$ cat src/rtl/tclk_prescale_pkg.sv
package tclk_prescale_pkg;
  localparam int unsigned SEL_W = 3;
  localparam int unsigned NTAP  = 4;

  localparam int unsigned CTL_RST_BIT  = 0;
  localparam int unsigned CTL_AUX_BIT  = 1;
  localparam int unsigned CTL_HOLD_BIT = 2;

  typedef enum logic [SEL_W-1:0] {
    SEL_OFF      = 3'd0,
    SEL_DIRECT   = 3'd1,
    SEL_TAP0     = 3'd2,
    SEL_TAP1     = 3'd3,
    SEL_TAP2     = 3'd4,
    SEL_TAP3     = 3'd5,
    SEL_EXT_FALL = 3'd6,
    SEL_EXT_RISE = 3'd7
  } clk_sel_e;

  // log2 of the divisor of each tap, in tap order
  function automatic int unsigned tap_log2(input int unsigned idx);
    case (idx)
      0:       return 3;
      1:       return 6;
      2:       return 8;
      default: return 10;
    endcase
  endfunction
endpackage

$ cat src/rtl/tclk_ctl_reg.sv
module tclk_ctl_reg
  import tclk_prescale_pkg::*;
#(
  parameter int unsigned DATA_W = 8
) (
  input  logic              clk,
  input  logic              rst_n,
  input  logic              wr_i,
  input  logic [DATA_W-1:0] wdata_i,
  output logic [DATA_W-1:0] rdata_o,
  output logic              div_rst_o,
  output logic              aux_rst_o
);
  logic hold_q, hold_d;
  logic rst_q, rst_d;
  logic aux_q, aux_d;

  always_comb begin
    hold_d = hold_q;
    rst_d  = hold_q ? rst_q : 1'b0;
    aux_d  = hold_q ? aux_q : 1'b0;
    if (wr_i) begin
      hold_d = wdata_i[CTL_HOLD_BIT];
      rst_d  = wdata_i[CTL_RST_BIT];
      aux_d  = wdata_i[CTL_AUX_BIT];
    end
  end

  always_ff @(posedge clk or negedge rst_n) begin
    if (!rst_n) begin
      hold_q <= 1'b0;
      rst_q  <= 1'b0;
      aux_q  <= 1'b0;
    end else begin
      hold_q <= hold_d;
      rst_q  <= rst_d;
      aux_q  <= aux_d;
    end
  end

  always_comb begin
    rdata_o               = '0;
    rdata_o[CTL_HOLD_BIT] = hold_q;
    rdata_o[CTL_AUX_BIT]  = aux_q;
    rdata_o[CTL_RST_BIT]  = rst_q;
  end

  assign div_rst_o = rst_q;
  assign aux_rst_o = aux_q;

  // without hold and without a write, the reset bit is gone next cycle
  a_r4_self_clear: assert property (@(posedge clk) disable iff (!rst_n)
    (!hold_q && !wr_i) |=> (!div_rst_o && !aux_rst_o));

  // hold keeps both reset bits as written
  a_r5_hold_keeps: assert property (@(posedge clk) disable iff (!rst_n)
    (hold_q && !wr_i) |=> ($stable(div_rst_o) && $stable(aux_rst_o)));

  // bits outside the three control bits never read as one
  a_r8_unused_zero: assert property (@(posedge clk) disable iff (!rst_n)
    $countones(rdata_o) <= 3 && rdata_o[DATA_W-1:CTL_HOLD_BIT+1] == '0);
endmodule

$ cat src/rtl/tclk_div.sv
module tclk_div
  import tclk_prescale_pkg::*;
#(
  parameter int unsigned DIV_W = 10
) (
  input  logic            clk,
  input  logic            rst_n,
  input  logic            clr_i,
  output logic            run_o,
  output logic [NTAP-1:0] tick_o
);
  logic [DIV_W-1:0] cnt_q, cnt_d;

  always_comb begin
    cnt_d = clr_i ? '0 : cnt_q + 1'b1;
  end

  always_ff @(posedge clk or negedge rst_n) begin
    if (!rst_n) cnt_q <= '0;
    else        cnt_q <= cnt_d;
  end

  assign run_o = !clr_i;

  for (genvar g = 0; g < NTAP; g++) begin : g_tap
    localparam int unsigned LW = tap_log2(g);
    assign tick_o[g] = !clr_i && (&cnt_q[LW-1:0]);
    if (g > 0) begin : g_nest
      // a wider tap only fires on a cycle where every narrower tap fires
      a_r3_tap_nested: assert property (@(posedge clk) disable iff (!rst_n)
        tick_o[g] |-> tick_o[g-1]);
    end
  end

  // a held divider reset leaves the counter at zero
  a_r4_clear_zero: assert property (@(posedge clk) disable iff (!rst_n)
    clr_i |=> (cnt_q == '0));

  // free run by one per cycle
  a_r1_free_run: assert property (@(posedge clk) disable iff (!rst_n)
    !clr_i |=> (cnt_q == DIV_W'($past(cnt_q) + 1'b1)));
endmodule

$ cat src/rtl/tclk_chan_sel.sv
module tclk_chan_sel
  import tclk_prescale_pkg::*;
(
  input  logic             clk,
  input  logic             rst_n,
  input  logic [SEL_W-1:0] sel_i,
  input  logic             run_i,
  input  logic [NTAP-1:0]  tick_i,
  input  logic             ext_rise_i,
  input  logic             ext_fall_i,
  output logic             en_o
);
  clk_sel_e sel;
  assign sel = clk_sel_e'(sel_i);

  always_comb begin
    case (sel)
      SEL_OFF:      en_o = 1'b0;
      SEL_DIRECT:   en_o = run_i;
      SEL_TAP0:     en_o = tick_i[0];
      SEL_TAP1:     en_o = tick_i[1];
      SEL_TAP2:     en_o = tick_i[2];
      SEL_TAP3:     en_o = tick_i[3];
      SEL_EXT_FALL: en_o = ext_fall_i;
      SEL_EXT_RISE: en_o = ext_rise_i;
      default:      en_o = 1'b0;
    endcase
  end

  // a stopped channel never strobes
  a_r8_off_quiet: assert property (@(posedge clk) disable iff (!rst_n)
    (sel_i == 3'd0) |-> !en_o);

  // external edges pass undivided
  a_r7_ext_pass: assert property (@(posedge clk) disable iff (!rst_n)
    (sel_i == 3'd7) |-> (en_o == ext_rise_i));

  // direct select strobes whenever any tap strobes
  a_r2_direct_covers: assert property (@(posedge clk) disable iff (!rst_n)
    ((sel_i == 3'd1) && (tick_i[0])) |-> en_o);
endmodule

$ cat src/rtl/tclk_prescale.sv
module tclk_prescale
  import tclk_prescale_pkg::*;
#(
  parameter int unsigned NCH    = 2,
  parameter int unsigned DIV_W  = 10,
  parameter int unsigned DATA_W = 8
) (
  input  logic                 clk,
  input  logic                 rst_n,
  input  logic                 ctl_wr_i,
  input  logic [DATA_W-1:0]    ctl_wdata_i,
  output logic [DATA_W-1:0]    ctl_rdata_o,
  output logic                 aux_rst_o,
  input  logic [NCH*SEL_W-1:0] sel_i,
  input  logic [NCH-1:0]       ext_rise_i,
  input  logic [NCH-1:0]       ext_fall_i,
  output logic [NCH-1:0]       cnt_en_o
);
  logic            div_rst;
  logic            run;
  logic [NTAP-1:0] tick;

  tclk_ctl_reg #(.DATA_W(DATA_W)) u_ctl (
    .clk       (clk),
    .rst_n     (rst_n),
    .wr_i      (ctl_wr_i),
    .wdata_i   (ctl_wdata_i),
    .rdata_o   (ctl_rdata_o),
    .div_rst_o (div_rst),
    .aux_rst_o (aux_rst_o)
  );

  tclk_div #(.DIV_W(DIV_W)) u_div (
    .clk    (clk),
    .rst_n  (rst_n),
    .clr_i  (div_rst),
    .run_o  (run),
    .tick_o (tick)
  );

  for (genvar c = 0; c < NCH; c++) begin : g_ch
    tclk_chan_sel u_sel (
      .clk        (clk),
      .rst_n      (rst_n),
      .sel_i      (sel_i[c*SEL_W +: SEL_W]),
      .run_i      (run),
      .tick_i     (tick),
      .ext_rise_i (ext_rise_i[c]),
      .ext_fall_i (ext_fall_i[c]),
      .en_o       (cnt_en_o[c])
    );
  end

  // while the divider is held cleared no internal source strobes on any channel
  a_r6_held_quiet: assert property (@(posedge clk) disable iff (!rst_n)
    div_rst |-> (tick == '0 && !run));
endmodule

$ cat config.mk
export PLATFORM = sky130hd
export DESIGN_NAME = tclk_prescale
export DESIGN_NICKNAME = d
export VERILOG_FILES = /design/src/rtl/tclk_prescale_pkg.sv /design/src/rtl/tclk_ctl_reg.sv /design/src/rtl/tclk_div.sv /design/src/rtl/tclk_chan_sel.sv /design/src/rtl/tclk_prescale.sv
export SDC_FILE = /design/constraint.sdc
export NUM_CORES = 1
export LEC_CHECK = 0
export ABC_AREA = 1
export ABC_CLOCK_PERIOD_IN_PS = 3200
export CAP_MARGIN = 20
export CORE_MARGIN = 3
export CORE_UTILIZATION = 46
export DETAILED_ROUTE_END_ITERATION = 6
export PLACE_DENSITY = 0.84
export SLEW_MARGIN = 20
export SYNTH_ARGS = -nofsm -noshare
export SYNTH_HDL_FRONTEND = slang
export SYNTH_HIERARCHICAL = 1
export SYNTH_SLANG_ARGS = --single-unit
$ cat constraint.sdc
create_clock -name clk -period 3.2 [get_ports clk]
set_clock_uncertainty 0.1 [all_clocks]
set_input_delay 0.64 -clock clk [delete_from_list [all_inputs] [get_ports clk]]
set_output_delay 0.64 -clock clk [all_outputs]
set_load 0.02 [all_outputs]
==> metrics.cfg <==
[status]
status = finished, final reports clean

[synthesis]
yosysWarnings = 6
synthTopCellsByArea = dfrtp_1 38%, nand2_1 10%, nor2_1 10%
syn-cell-area_sq_um = 862
syn_inst = 120
avgSynthCellArea_sq_um = 7.18
synth_top_cell_by_area = dfrtp_1
yosys.area.top_type_share = 0.377
ys_seq_area_frac = 0.377
ys_types = 18
ys_seq_elements = 13

[setup_path]
crit_family = simple AND/OR/NAND/NOR gates
endpoint = cnt_en_o[0]
crit_start = u_div/cnt_q[0]
ff2ff_path_depth = 6
crit_required_ps = 2460
setup.worst_path.end_class = primary output
start_kind = flip-flop
cp.buffers_inverters = 1
max_stage_delay_ps = 590
path_class = flip-flop to primary output
crit_arrival_ps = 2250
slowest_stage = clkdlybuf4s50_1
rr_endpoint = u_div/cnt_q[8]
worstPathMaxFanout = 4
r2r_slack_ps = 1950
rr_startpoint = u_div/cnt_q[0]
crit_cells = 10
crit_chain = ha_1 > nand3_2 > nor2_4 > nand2_2 > nor2_1 > nand4_1 > nand2_1 > nor2_1 > nand2_1 > clkdlybuf4s50_1

[final_layout]
drive_above_1_share = 0.0851
fillers = 160
num-nets-final = 165
area.growth.synth_to_final_pct = 26.1
fin_util = 0.623
multi_input_area_sq_um = 432
seq_area_sq_um = 325
antenna_cells = 0

[clock_network]
cts_buffers = 3
path_clk_slew_ps = 70
clk-insertion-delay-late_ps = 270
cts_max_level = 1
cts_tree = yes
cts_buffer_depth = 2
root_buffer = clkbuf_4
cts.sinks = 13

[global_route]
first_global_vias = 756
grt_max_degree = 14
grtUsageTotal = 0.155
grt_pass1_wl_mm = 3.04
gr-total-overflow = 0
antenna_found_initial = 0

[route]
drc = 0
drtIter0Drc = 10
drt-wirelength-per-cell_um = 10.3
ant_nets = 0
wl_mm = 1.71
dr.pass1.iters = 6
via_per_inst = 4.87
vias = 808

[floorplan]
die_w_um = 49.3
core.rowCount = 15
start_util = 0.494
ioPinCount = 32
die_area_sq_um = 2430
chipHeight_um = 49.3
coreArea_sq_um = 1750

[sta]
slew_viol_final = 0
hold_viol_final = 0
tightest_slew_ps = 564
setup_viol = 0
relSlewSlack = 0.623
period_minus_slack_ps = 2990
fmax_mhz = 334
setup_tns_ps = 0
rsz0062_at_grt = false
timing.final.crit_share = 0.935
timing.hold.ws_ps = 360

[job]
maxCapViolCount = 0

[power_and_ir_drop]
p_leak_nw = 0.577
power_density_nw_per_um2 = 367
peakVddDrop_v = 0.000347

[placed_design]
portBuffers = 21
gp_congestion = 0.719
dpl.hpwl_mm = 1.34

[min_path]
hp-class = flip-flop to flip-flop

power breakdown:
| group | total [mW] | leakage, nW | internal (mW) | switching [mW] |
|---|---|---|---|---|
| Sequential | 0.201 | 0.173 | 0.184 | 0.0177 |
| Clock | 0.0972 | 0.0150 | 0.0482 | 0.0490 |
| Combinational | 0.100 | 0.390 | 0.0458 | 0.0543 |
cells in the mapped netlist (all sizes together):
| cell | number |
|---|---|
| dfrtp | 13 |
| xor2 | 2 |
| nor2 | 25 |
| conb | 1 |
| inv | 16 |
| nand4 | 10 |
| buf | 8 |
| nand2 | 26 |
| nor3b | 1 |
| o21ai | 1 |
| ha | 2 |
| nand3 | 12 |
| a21oi | 3 |
through the flow:
step | setup WS [ps] | power (mW) | cells | cell area [sq um]
after floorplan | 1150 | 0.265 | 124 | 877
after global placement | 369 | 0.301 | 162 | 1060
after detailed placement | 314 | 0.306 | 162 | 1060
after CTS | 170 | 0.405 | 166 | 1080
after global routing | 4.40 | 0.429 | 166 | 1090
final | 207 | 0.399 | 166 | 1090
metal layers:
layer / track usage / routed length, um
met4: 0.0664 / 0
met3: 0.0275 / 100
met5: 0 / 0
met1: 0.181 / 769
met2: 0.275 / 843
worst min path at each step:
| stage | start | endpoint | slack [ps] | cells after the start |
|---|---|---|---|---|
| floorplan | rst_n | u_ctl/aux_rst_o | 240 | 0 |
| global placement | u_div/cnt_q[0] | u_div/cnt_q[0] | 350 | 1 |
| detailed placement | u_div/cnt_q[0] | u_div/cnt_q[0] | 350 | 1 |
| CTS | u_div/cnt_q[0] | u_div/cnt_q[0] | 360 | 1 |
| global route | u_div/cnt_q[0] | u_div/cnt_q[0] | 410 | 1 |
| finish | u_div/cnt_q[0] | u_div/cnt_q[0] | 360 | 1 |
worst reg2reg max path, stage by stage (launching register included):
cell	delay, ps
dfrtp_1	370
ha_1	190
nand3_2	130
nor2_4	150
nand3_1	90
nand2_1	70
nor2_1	40
cell usage in the layout (no fill, tap or decap), drive strengths merged, types with 2 or more instances in the layout:
cell / netlist / layout
conb: 1 / 5
dfrtp: 13 / 13
inv: 16 / 16
ha: 2 / 2
nand4: 10 / 10
xor2: 2 / 2
nand3: 12 / 12
nand2: 26 / 26
nor2: 25 / 25
a21oi: 3 / 3
clkdlybuf4s50: 0 / 20
clkbuf: 0 / 4
registers in the layout, indices dropped and copies added, names as in the netlist:
signal and cells:
u_ctl/aux_rst_o 1, u_ctl/hold_q 1, u_ctl/div_rst_o 1, u_div/cnt_q 10
layout make-up:
class / instances / share of cell area
multi-input combinational: 87 / 0.397
sequential: 13 / 0.299
inverter: 16 / 0.0552
timing repair buffer: 21 / 0.196
clock buffer: 4 / 0.0242
tap: 25 / 0.0288
cells by family (layout without fill, tap and decap cells):
family | count (synthesis) | in the layout | synth area share
flip-flops | 13 | 13 | 0.377
XOR/XNOR | 2 | 2 | 0.0203
other | 1 | 5 | 0.00435
adder cells (fa/ha/maj) | 2 | 2 | 0.0290
buffers and inverters | 24 | 41 | 0.139
AND/OR/NAND/NOR | 74 | 74 | 0.402
AO/OA/AOI/OAI | 4 | 4 | 0.0276
repair_timing:
item / 4_1_cts / 5_1_grt
gates resized for setup: 0 / 1
hold buffers: 0 / 0
setup buffers: 0 / 0
setup endpoints to repair: 0 / 1
No activity file was read; power rests on OpenSTA's default activity.
